**config.mk**
```make
export PLATFORM = sky130hd
export DESIGN_NAME = cmd_serial_tx
export DESIGN_NICKNAME = d
export VERILOG_FILES = /design/src/rtl/cst_pkg.sv /design/src/rtl/cst_tick_div.sv /design/src/rtl/cst_bus_if.sv /design/src/rtl/cst_bit_seq.sv /design/src/rtl/cmd_serial_tx.sv
export SDC_FILE = /design/constraint.sdc
export NUM_CORES = 1
export LEC_CHECK = 0
export BUFFER_PORTS_ARGS = -buffer_cell sky130_fd_sc_hd__buf_2
export CAP_MARGIN = 20
export CORE_ASPECT_RATIO = 0.75
export CORE_MARGIN = 2
export CORE_UTILIZATION = 51
export DETAILED_ROUTE_END_ITERATION = 10
export PLACE_DENSITY_LB_ADDON = 0.12
export SETUP_SLACK_MARGIN = 0.5
export SLEW_MARGIN = 20
export SYNTH_ARGS = -nofsm -noshare
export SYNTH_HDL_FRONTEND = slang
export SYNTH_HIERARCHICAL = 1
export SYNTH_SLANG_ARGS = --single-unit
```
**constraint.sdc**
```tcl
create_clock -name clk -period 4.2 [get_ports clk]
set_input_delay 0.42 -clock clk [delete_from_list [all_inputs] [get_ports clk]]
set_output_delay 0.42 -clock clk [all_outputs]
set_load 0.05 [all_outputs]
```
**src/rtl/cst_pkg.sv**
```systemverilog
package cst_pkg;
  localparam int SLOTS_PER_BIT = 4;
  localparam int STOP_BITS     = 1;

  // 1 when the line must be pulled low for this bit value in this slot
  function automatic logic slot_low(input logic bit_val, input logic [1:0] slot);
    case (slot)
      2'd0:    slot_low = 1'b1;
      2'd1,
      2'd2:    slot_low = ~bit_val;
      default: slot_low = 1'b0;
    endcase
  endfunction
endpackage

```
**src/rtl/cst_tick_div.sv**
```systemverilog
module cst_tick_div #(
  parameter int DIV = 25
) (
  input  logic clk,
  input  logic rst_n,
  input  logic run,
  output logic tick
);
  localparam int CW = (DIV > 1) ? $clog2(DIV) : 1;
  localparam logic [CW-1:0] LAST = CW'(DIV - 1);

  logic [CW-1:0] cnt_q, cnt_d;

  always_comb begin
    tick  = run && (cnt_q == LAST);
    cnt_d = cnt_q;
    if (!run || tick) cnt_d = '0;
    else              cnt_d = cnt_q + 1'b1;
  end

  always_ff @(posedge clk or negedge rst_n) begin
    if (!rst_n) cnt_q <= '0;
    else        cnt_q <= cnt_d;
  end
endmodule

```
**src/rtl/cst_bus_if.sv**
```systemverilog
module cst_bus_if #(
  parameter int              ADDR_W    = 32,
  parameter logic [ADDR_W-1:0] BASE_ADDR = '0
) (
  input  logic              clk,
  input  logic              rst_n,
  input  logic              bus_sel,
  input  logic              bus_wr,
  input  logic [ADDR_W-1:0] bus_addr,
  input  logic              busy,
  output logic              bus_ack,
  output logic              start
);
  logic hit_wr;
  logic ack_d;

  always_comb begin
    hit_wr = bus_sel && bus_wr && (bus_addr == BASE_ADDR);
    ack_d  = hit_wr;
    start  = hit_wr && !busy;
  end

  always_ff @(posedge clk or negedge rst_n) begin
    if (!rst_n) bus_ack <= 1'b0;
    else        bus_ack <= ack_d;
  end
endmodule

```
**src/rtl/cst_bit_seq.sv**
```systemverilog
module cst_bit_seq
  import cst_pkg::*;
#(
  parameter int               CMD_W = 24,
  parameter logic [CMD_W-1:0] CMD   = 24'h400302
) (
  input  logic clk,
  input  logic rst_n,
  input  logic start,
  input  logic tick,
  output logic busy,
  output logic done,
  output logic line_oe
);
  localparam int NBITS = CMD_W + STOP_BITS;
  localparam int IW    = $clog2(NBITS + 1);
  localparam logic [IW-1:0] LAST_IDX = IW'(NBITS - 1);

  logic [IW-1:0] idx_q, idx_d;
  logic [1:0]    slot_q, slot_d;
  logic          busy_q, busy_d;
  logic          done_q, done_d;
  logic          cur_bit;

  // value of the bit now on the line: command MSB first, then stop bit(s) of 1
  always_comb begin
    cur_bit = 1'b1;
    for (int i = 0; i < CMD_W; i++) begin
      if (idx_q == IW'(i)) cur_bit = CMD[CMD_W-1-i];
    end
  end

  always_comb begin
    idx_d  = idx_q;
    slot_d = slot_q;
    busy_d = busy_q;
    done_d = 1'b0;
    if (!busy_q) begin
      if (start) begin
        busy_d = 1'b1;
        idx_d  = '0;
        slot_d = 2'd0;
      end
    end else if (tick) begin
      if (slot_q == 2'(SLOTS_PER_BIT - 1)) begin
        slot_d = 2'd0;
        if (idx_q == LAST_IDX) begin
          busy_d = 1'b0;
          done_d = 1'b1;
          idx_d  = '0;
        end else begin
          idx_d = idx_q + 1'b1;
        end
      end else begin
        slot_d = slot_q + 2'd1;
      end
    end
  end

  always_ff @(posedge clk or negedge rst_n) begin
    if (!rst_n) begin
      idx_q  <= '0;
      slot_q <= 2'd0;
      busy_q <= 1'b0;
      done_q <= 1'b0;
    end else begin
      idx_q  <= idx_d;
      slot_q <= slot_d;
      busy_q <= busy_d;
      done_q <= done_d;
    end
  end

  assign busy    = busy_q;
  assign done    = done_q;
  assign line_oe = busy_q && slot_low(cur_bit, slot_q);
endmodule

```
**src/rtl/cmd_serial_tx.sv**
```systemverilog
module cmd_serial_tx #(
  parameter int                ADDR_W    = 32,
  parameter logic [ADDR_W-1:0] BASE_ADDR = 32'h0290_0000,
  parameter int                CLK_HZ    = 25_000_000,
  parameter int                TICK_HZ   = 1_000_000,
  parameter int                CMD_W     = 24,
  parameter logic [CMD_W-1:0]  CMD       = 24'h400302
) (
  input  logic              clk,
  input  logic              rst_n,
  input  logic              bus_sel,
  input  logic              bus_wr,
  input  logic [ADDR_W-1:0] bus_addr,
  output logic              bus_ack,
  output logic              line_oe,
  output logic              busy,
  output logic              done
);
  localparam int DIV = (CLK_HZ / TICK_HZ > 0) ? CLK_HZ / TICK_HZ : 1;

  logic start;
  logic tick;

  cst_bus_if #(.ADDR_W(ADDR_W), .BASE_ADDR(BASE_ADDR)) u_bus (
    .clk(clk), .rst_n(rst_n), .bus_sel(bus_sel), .bus_wr(bus_wr),
    .bus_addr(bus_addr), .busy(busy), .bus_ack(bus_ack), .start(start)
  );

  cst_tick_div #(.DIV(DIV)) u_div (
    .clk(clk), .rst_n(rst_n), .run(busy), .tick(tick)
  );

  cst_bit_seq #(.CMD_W(CMD_W), .CMD(CMD)) u_seq (
    .clk(clk), .rst_n(rst_n), .start(start), .tick(tick),
    .busy(busy), .done(done), .line_oe(line_oe)
  );
endmodule

```
# == Word level (Yosys, flattened, before mapping) ==
# Cells that the tools add are included.
# totals
output_inout_bits,4
elab_cells,98
latch_bits,0
mem_bits_ro,0
in_bits,36
n_memories,0
ramBits,0
reg_bits,15
# classes
shifts,0
muxes,44
n_lt_le_gt_ge,0
n_addsub,3
mul,0
n_reduce_logical,13
div_mod_pow,0
n_eq_ne,31
n_bitwise,1
# op_table
op,count
== test 5 bit (second input constant),10
== test 5 x 4 -> 1 bit (second input constant),8
two-way mux 1 bit,33
== test 32 x 26 -> 1 bit (second input constant),1
two-way mux 5 bit,6
== test 5 x 3 -> 1 bit (second input constant),4
adder 5 x 1 -> 5 bit (second input constant),2
== test 5 x 2 -> 1 bit (second input constant),2
two-way mux 2 bit,4
== test 5 x 1 -> 1 bit (second input constant),1
logical AND 1 bit,5
logical NOT 5 bit,1
== test 2 bit (second input constant),2
inequality test 2 bit (second input constant),2
AND reduction 3 bit,1
adder 2 x 1 -> 2 bit (second input constant),1
== test 2 x 1 -> 1 bit (second input constant),1
logical NOT 2 bit,1
one-hot mux 1 bit (2 select lines),1
AND reduction 2 bit,1
nonzero test 2 bit,1
OR reduction 2 bit,1
logical NOT 1 bit,1
logical OR 1 bit,1
NOT 1 bit,1

# == Longest topological paths before layout ==
# Gate-level depths: netlist of run 1.
# logic_depth
word_depth,28
ltp_mapped,8
depth_no_buf,7

# == Cells and area by module ==
# Netlist of run 1, hierarchy kept.
# by_module_without_submodules
mod,cells_per_inst,seq_area_each_um2,instances,area_per_inst_um2
cst_bit_seq,65,225.2,1,621.8
cst_tick_div,23,125.1,1,285.3
cst_bus_if,15,25.0,1,131.4

# == Worst setup path after synthesis of run 1 ==
# Ideal clock, no wire load.
# synth_timing
path_type,register to output
from,"register u_seq.busy_q, in the netlist u_seq/busy"
to,output port line_oe
t_arrival_ns,2.129
n_path_buf,1
path_stages_with_launch,5
required_time_ns,3.780
slack_ns,1.651
cell_sequence,dfrtp_1 -> buf_2 -> nor2b_1 -> o2111ai_1 -> a22oi_1
# synth_via
elab_chain_len,1
# synth_lines
item,line,rtl
start: declaration,cst_bit_seq.sv:21,"logic busy_q, busy_d;"
start signal: assignment,cst_bit_seq.sv:69,busy_q <= busy_d;
logical AND 1 bit,cst_bit_seq.sv:76,"assign line_oe = busy_q && slot_low(cur_bit, slot_q);"
end: declaration,cmd_serial_tx.sv:15,"output logic line_oe,"
# No other way between the ends.

# == Final worst setup path of run 1 ==
# layout_timing
from,register u_seq.idx_q[0]
to,output port line_oe
# layout_via
elab_chain_len,28
elab_cells_between_ends,51
cone_classes,23 x eq/ne; 25 x mux; 1 x bitwise; 2 x reduce/logical
# layout_lines
item,line,rtl
start: declaration,cst_bit_seq.sv:19,"logic [IW-1:0] idx_q, idx_d;"
start signal: assignment,cst_bit_seq.sv:67,idx_q <= idx_d;
logical NOT 5 bit,cst_bit_seq.sv:29,if (idx_q == IW'(i)) cur_bit = CMD[CMD_W-1-i];
two-way mux 1 bit (23 in a row),cst_bit_seq.sv:29,
two-way mux 1 bit (*),cst_bit_seq.sv:29,
NOT 1 bit (*),cst_pkg.sv:10,2'd2: slot_low = ~bit_val;
one-hot mux 1 bit (2 select lines) (*),cst_pkg.sv:7,case (slot)
logical AND 1 bit (*),cst_bit_seq.sv:76,
# Every way passes the cells marked *; elsewhere a longest branch is shown, timed or not.

==> results of run 1 <==
[area by class of cell]
class                      instances  area, um2
clock buffer                       3       22.5
clock inverter                     1       5.00
fill                             163        681
inverter                           7       26.3
multi-input combinational         79        627
sequential                        15        375
tap                               24       30.0
timing repair buffer              39        195
[cell usage after synthesis (all sizes together)]
cell and count:
a21oi 3, a22oi 1, a31oi 1, a41oi 1, and2 1, and3 2, and3b 1, and4 2
and4b 1, buf 1, clkbuf 1, dfrtp 15, ha 9, inv 7, mux2 1, mux2i 2
nand2 5, nand2b 2, nand3 7, nand4 2, nand4b 1, nor2 5, nor2b 3, nor3 1
nor3b 3, nor4 7, nor4b 3, o2111ai 1, o211ai 1, o21ai 4, o21ba 1, o2bb2ai 1
o31ai 3, o32ai 1, or3 1, or4b 1, xnor2 1
[layout by cell type, fill, tap and decap left out, types with 2 or more instances in the layout]
cell	netlist	layout
and3_1	2	2
clkbuf_4	0	3
nand4_1	2	2
o31ai_1	3	3
nor4_2	2	2
nor4b_2	2	2
nand3_1	7	7
nand2b_1	2	2
ha_1	9	9
buf_2	1	39
nor4_1	4	4
nor3b_1	3	3
nor2_1	5	5
and4_2	2	2
inv_1	7	7
o21ai_0	4	4
mux2i_1	2	2
nand2_1	5	5
nor2b_1	3	3
a21oi_1	3	3
dfrtp_1	15	15
[state kept, by name (all words and copies together) (netlist names)]
register       count
u_bus/bus_ack      1
u_div/cnt_q        5
u_seq/busy         1
u_seq/done         1
u_seq/idx_q        5
u_seq/slot_q       2
[worst max path at each step]
stage	end	slack [ps]	depth (start not counted)
floorplan	line_oe	1650	4
global placement	line_oe	2030	7
finish	line_oe	1690	7
CTS	line_oe	1680	7
detailed placement	line_oe	2000	7
global route	line_oe	1540	7
[cell families (layout without fill, tap and decap cells)]
| logic type | Yosys count | after routing | share of synthesized area [%] |
|---|---|---|---|
| and+or+nand+nor | 48 | 48 | 33.3 |
| AOI/OAI and AO/OA | 18 | 18 | 12.4 |
| DFF | 15 | 15 | 36.1 |
| adders and majority gates | 9 | 9 | 10.8 |
| buffers and inverters | 9 | 50 | 3.49 |
| muxes | 3 | 3 | 3.01 |
| xor gates and xnor gates | 1 | 1 | 0.844 |
[metal layers]
layer | vias to the layer above | routed length [um] | global-route usage, % | part of all wire (%)
met4 | 0 | 14 | 7.14 | 0.61
met5 | - | 0 | 0 | 0
li1 | 474 | - | - | -
met2 | 32 | 1080 | 35.8 | 48
met1 | 443 | 1040 | 27.2 | 45
met3 | 2 | 146 | 6.40 | 6.4
[power by group]
group,switching [uW],leakage (uW),internal [uW]
clock network,44.8,0.0000177,35.3
registers,0.00000532,0.000173,144
logic,8.01,0.000431,13.1
[metrics by stage]
| step | std cells | util, % | hold slack [ps] |
|---|---|---|---|
| 5_1_grt | 168 | 65.3 | 30.0 |
| 3_3_place_gp | 164 | 63.9 | 340 |
| 2_1_floorplan | 103 | - | 124 |
| 3_5_place_dp | 164 | 63.9 | 342 |
| 4_1_cts | 168 | 65.3 | 27.7 |
| 6_report | 168 | 65.3 | 23.4 |
==> impl_metrics.toml, run 1 <==
[critical_path]
critPathSlowestCell = "dfrtp_1"
timing.rr.start = "u_div/cnt_q[0]"
cpLargestDelayFamily = "flip-flops"
worstPathCellList = "ha_1, and3_1, ha_1, mux2i_1, o2111ai_1, a22oi_1, buf_2"
r2r_cells = 7
critPathKind = "flip-flop to primary output"
r2r_slack_ps = 2330
cp.required_ps = 3780
slowest_delay_ps = 460
crit_top_cell = "ha_1"
crit_start = "u_seq/idx_q[0]"
crit_path_start_kind = "flip-flop"
endpoint_kind = "primary output"
worst-path-buf-inv = 1
arrival_ps = 2090
r2r_end = "u_seq/idx_q[3]"
cp_max_fo = 7

[timing]
max_slew_margin_pct = 65.7
timing.final.crit_share_pct = 59.8
final-hold-violation-count = 0
finClkSkew_ps = 5.47
period_needed_ps = 2510
fmax_mhz = 398
fin_tns_setup_ps = 0
setup_violations = 0
setup_ws_ps = 1690
worst_pin_slew_ps = 510
drv_slew = 0
grt_setup_unrepaired = "no"

[cts]
cts.clk_slew.worst_paths_ps = 90
h-tree-depth = 1
clock_path_buffers = 2
postCtsSetupRepairBufs = 0
numClockSinks = 15
hold_buffers = 0
cts_resized = 0
root_buffer = "clkbuf_4"
clkLatencyLatePin_ps = 280
cts_tree = "yes"
cts_buffers = 3

[final_layout]
syn_to_final_growth_pct = 23.4
final_nets = 190
n_antenna_cell = 0
drive_above_1_share_pct = 38.9
stdcell_area_um2 = 1280

[min_path]
hp-class = "primary input to asynchronous set/reset pin"

[route]
avgRoutedWirePerCell_um = 13.6
via_count = 951
wirelength_um = 2280
viasPerCell = 5.66
first_iter_violations = 23
antenna_left = 0
drc = 0
dr.pass1.iters = 4

[power]
totalPowerFinal_uw = 246
ir_drop_v = 0.000179
power_density_nw_per_um2 = 192
leakagePower_uw = 0.000622

[logic_synthesis]
synthCells = 103
ys_warn_count = 6
synth_area_leaders = "dfrtp_1 (36%), ha_1 (11%), nand3_1 (3.4%)"
syn_nets = 148
ys_types = 40
ys_ff_latch = 15
netlist_area_um2 = 1040
yosysTopAreaCellShare_pct = 36.1
ys_seq_area_share_pct = 36.1
yosysTopAreaCell = "dfrtp_1"
synth.avg_cell_area_um2 = 10.1

[global_route]
grt_pass1_vias = 984
grt_pass1_wl_um = 4050
gr-total-overflow = 0
antenna_found_initial = 0
grt_usage_pct = 21.6
grt_max_degree = 19

[placement]
dp_slack_ps = 2000
dpl_cell_area_um2 = 1250
portBuffers = 39
hpwlAfterDp_um = 1860
gp_congestion = 0.908

[floorplanning]
die_h_um = 43.1
fp.dieW_um = 56.1
initial_core_util_pct = 52.9
row_count = 14
dieArea_um2 = 2420
coreArea_um2 = 1960
io_pins = 40

[job]
maxCapViolCount = 0

[outcome]
status = "complete, no violations"
(Power assumes the default switching activity.)
==> inputs of run 2 (changes only) <==
--- a/config.mk
+++ b/config.mk
@@ -9,7 +9,7 @@
 export CAP_MARGIN = 20
 export CORE_ASPECT_RATIO = 0.75
 export CORE_MARGIN = 2
-export CORE_UTILIZATION = 51
+export CORE_UTILIZATION = 43
 export DETAILED_ROUTE_END_ITERATION = 10
 export PLACE_DENSITY_LB_ADDON = 0.12
 export SETUP_SLACK_MARGIN = 0.5
==> constraint.sdc (replaced) <==
create_clock -name clk -period 2.25 [get_ports clk]
set_input_delay 0.225 -clock clk [delete_from_list [all_inputs] [get_ports clk]]
set_output_delay 0.225 -clock clk [all_outputs]
set_load 0.05 [all_outputs]
==> run 2 against run 1 <==
Effect of this change:
- non-clock buffer count rose by 11
- global-route usage decreased by 1.2 points
- register-to-register slack got worse by 1700 ps
- critical endpoint unchanged
- die area increased by 17%
- largest power group unchanged
==> impl_metrics.toml, run 2 (synthesis results as in run 1) <==
[timing]
setup_violations = 0
final-hold-violation-count = 0
fmax_mhz = 480
period_needed_ps = 2080
grt_setup_unrepaired = "yes"
worst_pin_slew_ps = 341
fin_tns_setup_ps = 0
max_slew_margin_pct = 77.3
drv_slew = 0
timing.final.crit_share_pct = 92.6
finClkSkew_ps = 4.45

[final_layout]
fin_util_pct = 63.8
final_common_cell = "buf_2"
stdcell_area_um2 = 1460
reg.largest.list = "u_div/cnt_q (5), u_seq/idx_q (5), u_seq/slot_q (2)"
nFillCells = 186
syn_to_final_growth_pct = 40.6
final_cell_mix = "buf_2 (38), dfrtp_1 (12), buf_4 (9)"
drive_above_1_share_pct = 50.3
final_nets = 201
n_antenna_cell = 0

[critical_path]
timing.rr.start = "u_div/cnt_q[0]"
slowest_delay_ps = 460
r2r_cells = 7
worstPathCellList = "ha_4, and3_4, ha_4, mux2i_1, o2111ai_1, a22oi_2, buf_6"
critPathSlowestCell = "dfrtp_2"
r2r_end = "u_seq/idx_q[3]"
critPathKind = "flip-flop to primary output"
arrival_ps = 1860
r2r_slack_ps = 600
crit_top_cell = "ha_4"
cp.required_ps = 2030
crit_path_start_kind = "flip-flop"
endpoint_kind = "primary output"
cp_max_fo = 4

[power]
sequentialPowerShare_pct = 57.6
power_switching_uw = 104
internal_power_uw = 364
leakagePower_uw = 0.000673
pwr-share-clk_pct = 33.3
power_density_nw_per_um2 = 320
swShare_pct = 22.2
ir_drop_v = 0.000191
pwr-share-comb_pct = 9.1

[floorplanning]
row_count = 15
fp.dieW_um = 60.7
initial_core_util_pct = 45.4
dieArea_um2 = 2830
io_pins = 40
die_h_um = 46.6
coreArea_um2 = 2290

[placement]
portBuffers = 39
hpwlAfterDp_um = 1850
dpl_cell_area_um2 = 1300
gp_congestion = 0.717

[cts]
clock_path_buffers = 2
h-tree-depth = 1
numClockSinks = 15
cts.clk_slew.worst_paths_ps = 90
root_buffer = "clkbuf_4"
cts_tree = "yes"
cts_buffers = 3
clkLatencyLatePin_ps = 280

[global_route]
grt_usage_pct = 20.4
gr-total-overflow = 0
grt_max_degree = 19
grt_pass1_wl_um = 4110
grt_pass1_vias = 941
antenna_found_initial = 0

[route]
avgRoutedWirePerCell_um = 13.4
drc = 0
viasPerCell = 5.47
via_count = 1033
dr.pass1.iters = 4
antenna_left = 0
wirelength_um = 2540
first_iter_violations = 17

[min_path]
hold_depth = 3
hp-class = "primary input to flip-flop"
hold_start = "bus_wr"
hold_end = "u_bus/bus_ack"

[job]
maxCapViolCount = 0

[outcome]
status = "complete, no violations"
-- run 2: worst max path at each step --
stage	slack, ps	endpoint	from	cells past startpoint
3_5_place_dp	360	line_oe	u_seq/idx_q[0]	7
5_1_grt	90	line_oe	u_seq/idx_q[0]	7
3_3_place_gp	370	line_oe	u_seq/idx_q[0]	7
6_report	170	line_oe	u_seq/idx_q[1]	7
2_1_floorplan	340	line_oe	u_seq/idx_q[0]	6
4_1_cts	150	line_oe	u_seq/idx_q[1]	7
-- run 2: per-stage QoR --
stage               total power (uW)  hold WS (ps)  worst slack [ps]  std cells
floorplan                        280         -70.6               339        103
detailed placement               317           154               359        175
global placement                 316           153               372        175
global route                     493           218              92.4        189
CTS                              473           214               151        188
finish                           467           222               166        189
-- run 2: metal layers --
| layer | share of wire (%) | up-vias | GRT usage, % |
|---|---|---|---|
| met5 | 0 | - | 0 |
| met4 | 0.59 | 0 | 5.22 |
| met3 | 8.7 | 2 | 7.30 |
| met2 | 48 | 49 | 34.8 |
| met1 | 43 | 486 | 24.7 |
| li1 | - | 496 | - |
-- run 2: power groups by stage --
stage	Combinational [uW]	Clock [uW]	Sequential (uW)
final	42.3	156	269
after detailed placement	42.0	0	275
after floorplan	4.87	0	275
after global placement	41.2	0	275
after global routing	47.1	177	269
after CTS	43.4	160	269
-- run 2: area by class of cell --
class	count	area, um2	area share, %
timing repair buffer	50	290	19.9
multi-input combinational	79	696	47.6
clock buffer	4	26.3	1.80
sequential	15	379	26.0
tap	34	42.5	2.91
inverter	7	26.3	1.80
-- run 2: timing repair --
| item | CTS | global route |
|---|---|---|
| setup endpoints to repair | 5 | 8 |
| setup buffers | 8 | 1 |
| hold endpoints to repair | 15 | 0 |
| resized for setup | 9 | 7 |
| hold buffers | 1 | 0 |
| pin swaps | 2 | 2 |
-- run 2: worst max-delay path: cells and delay by family (launching register included) --
kind            cells  cell delay (ps)
compound gates      2              340
fa+ha+maj           2              310
buf+inv             1              180
flops               1              460
mux                 1              110
simple gates        1              170
==> inputs of run 3 (changes only) <==
--- a/config.mk
+++ b/config.mk
@@ -9,12 +9,11 @@
 export CAP_MARGIN = 20
 export CORE_ASPECT_RATIO = 0.75
 export CORE_MARGIN = 2
-export CORE_UTILIZATION = 43
+export CORE_UTILIZATION = 42
 export DETAILED_ROUTE_END_ITERATION = 10
 export PLACE_DENSITY_LB_ADDON = 0.12
 export SETUP_SLACK_MARGIN = 0.5
 export SLEW_MARGIN = 20
 export SYNTH_ARGS = -nofsm -noshare
 export SYNTH_HDL_FRONTEND = slang
-export SYNTH_HIERARCHICAL = 1
 export SYNTH_SLANG_ARGS = --single-unit
==> run 3 against run 2 <==
Effect of this change:
- clock skew up 5.6 ps
- register-to-register slack got worse by 30 ps
- combinational power is 5.9% lower
- critical path depth decreased by 1
- via count down 3.5%
- total power down 0.49%
==> impl_metrics.toml, run 3 <==
[outcome]
status = "complete, no violations"

[route]
viasPerCell = 5.45
avgRoutedWirePerCell_um = 12.5
first_iter_violations = 23
via_count = 997
antenna_left = 0
dr.pass1.iters = 4
wirelength_um = 2300
drc = 0

[floorplanning]
dieArea_um2 = 2740
coreArea_um2 = 2250
row_count = 15
io_pins = 40
die_h_um = 45.8
initial_core_util_pct = 43.5
fp.dieW_um = 59.8

[global_route]
antenna_found_initial = 0
grt_usage_pct = 18.5
grt_max_degree = 16
grt_pass1_wl_um = 3750
grt_pass1_vias = 914
gr-total-overflow = 0

[critical_path]
r2r_end = "u_seq.idx_q[3]"
r2r_slack_ps = 570
endpoint_kind = "primary output"
worstPathCellList = "buf_4, ha_1, o211ai_1, a22oi_2, o21ai_4, buf_6"
cp.required_ps = 2030
critPathKind = "flip-flop to primary output"
slowest_delay_ps = 440
r2r_cells = 6
timing.rr.start = "u_div.cnt_q[0]"
arrival_ps = 1740
cp_max_fo = 3
critPathSlowestCell = "dfrtp_1"
crit_path_start_kind = "flip-flop"

[min_path]
hold_depth = 4
hold_start = "bus_addr[5]"
hp-class = "primary input to flip-flop"
hold_end = "u_bus.bus_ack"

[final_layout]
reg.largest.list = "u_div.cnt_q (5), u_seq.idx_q (5), u_seq.slot_q (2)"
stdcell_area_um2 = 1430
syn_to_final_growth_pct = 46.1
n_antenna_cell = 0
final_cell_mix = "buf_2 (38), dfrtp_1 (13), buf_4 (11)"
final_nets = 204
final_common_cell = "buf_2"
nFillCells = 178
drive_above_1_share_pct = 45.6

[logic_synthesis]
yosysMostFrequentCell = "dfrtp_1"
syn_nets = 149
synth_xor_xnor_area_share_pct = 2.68
yosysTopAreaCellShare_pct = 38.3
synthFlopType = "dfrtp_1"
yosysTopAreaCell = "dfrtp_1"
async_flop_share_pct = 100
synth.avg_cell_area_um2 = 9.42
ys_types = 32
netlist_top_cells_count = "dfrtp_1 (15), nor2_1 (11), ha_1 (9)"
ys_ff_latch = 15
synth_fa_ha_area_share_pct = 11.5
synth.area.mux_share_pct = 0
synth_top_family_by_area = "simple AND/OR/NAND/NOR gates"
synth_compound_area_share_pct = 11.6
synth_edf_count = 0
synth_area_leaders = "dfrtp_1 (38%), ha_1 (11%), nor4b_1 (5.4%)"
synthCells = 104
ys_seq_area_share_pct = 38.3
ys_warn_count = 0
netlist_area_um2 = 980
yosys.area_share.simple_pct = 31.3

[timing]
period_needed_ps = 1970
worst_pin_slew_ps = 412
drv_slew = 0
grt_setup_unrepaired = "yes"
final-hold-violation-count = 0
max_slew_margin_pct = 72.3
finClkSkew_ps = 10.0
fin_tns_setup_ps = 0
timing.final.crit_share_pct = 87.4
fmax_mhz = 508
setup_violations = 0

[placement]
dpl_cell_area_um2 = 1210
gp_congestion = 0.783
portBuffers = 39
hpwlAfterDp_um = 1660

[power]
sequentialPowerShare_pct = 57.9
pwr-share-clk_pct = 33.5
power_switching_uw = 102
leakagePower_uw = 0.000684
power_density_nw_per_um2 = 325
swShare_pct = 21.9
ir_drop_v = 0.000235
internal_power_uw = 363
pwr-share-comb_pct = 8.5

[cts]
h-tree-depth = 1
cts_buffers = 3
root_buffer = "clkbuf_4"
cts.clk_slew.worst_paths_ps = 80
cts_tree = "yes"
clkLatencyLatePin_ps = 290
numClockSinks = 15
clock_path_buffers = 2

[job]
maxCapViolCount = 0
==> run 3: cell count changes after synthesis, moves of 3 or more <==
cell,change
nor2_1,+6
nor3_1,+3
nor3b_1,-3
nor4b_1,+5
==> run 3: power groups by stage <==
| stage | Clock [uW] | Sequential [uW] | Combinational, uW |
|---|---|---|---|
| global placement | 0 | 275 | 38.2 |
| finish | 156 | 269 | 39.8 |
| global route | 178 | 269 | 44.7 |
| floorplan | 0 | 275 | 4.47 |
| detailed placement | 0 | 275 | 39.5 |
| CTS | 159 | 269 | 40.8 |
==> run 3: layout make-up <==
type	instances	area, um2	share of cell area (%)
Multi-Input combinational cell	79	652	45.5
Sequential cell	15	378	26.4
Timing Repair Buffer	52	314	21.9
Tap cell	25	31.3	2.19
Inverter	8	30.0	2.10
Clock buffer	4	26.3	1.84
==> run 3: cell families after synthesis <==
group	Yosys count
and+or+nand+nor	49
AOI/OAI and AO/OA	18
DFF	15
buffers and inverters	10
adders and majority gates	9
xor gates and xnor gates	3
==> run 3: worst max-delay path, delay by kind of cell (launching register included) <==
kind / cells / cell delay, ps
AO/OA/AOI/OAI: 3 / 470
flip-flops: 1 / 440
buffers and inverters: 2 / 330
adder cells (fa/ha/maj): 1 / 240
==> run 3: worst max-delay path by stage <==
stage                     slack (ps)  depth (start not counted)      startpoint       to
final                            280                          6  u_seq.idx_q[1]  line_oe
after detailed placement         330                          7  u_seq.idx_q[1]  line_oe
after global routing             180                          7  u_seq.idx_q[1]  line_oe
after global placement           380                          7  u_seq.idx_q[1]  line_oe
after CTS                        240                          7  u_seq.idx_q[1]  line_oe
after floorplan                  530                          6  u_seq.idx_q[0]  line_oe
==> run 3: layer usage <==
layer | up-vias | global-route usage (%) | wire length [um]
li1 | 489 | - | -
met1 | 458 | 23.8 | 1060
met2 | 46 | 29.8 | 1000
met3 | 4 | 5.40 | 187
met4 | 0 | 6.22 | 40
met5 | - | 0 | 0
==> run 3: repair_timing <==
| action | 4_1_cts | 5_1_grt |
|---|---|---|
| hold buffers | 1 | 0 |
| buffers inserted | 5 | 6 |
| endpoints found under the setup margin | 1 | 2 |
| pin swaps | 7 | 5 |
| gates resized for setup | 15 | 4 |
| hold endpoints to repair | 15 | 0 |
==> run 3: stage by stage <==
stage | hold WS, ps | util (%) | total power (uW) | cells | worst slack [ps]
after floorplan | -70.6 | - | 279 | 104 | 528
after global placement | 151 | 53.8 | 313 | 167 | 383
after detailed placement | 152 | 53.8 | 314 | 167 | 330
after CTS | 293 | 60.6 | 469 | 177 | 243
after global routing | 303 | 63.6 | 492 | 183 | 179
final | 288 | 63.6 | 465 | 183 | 283
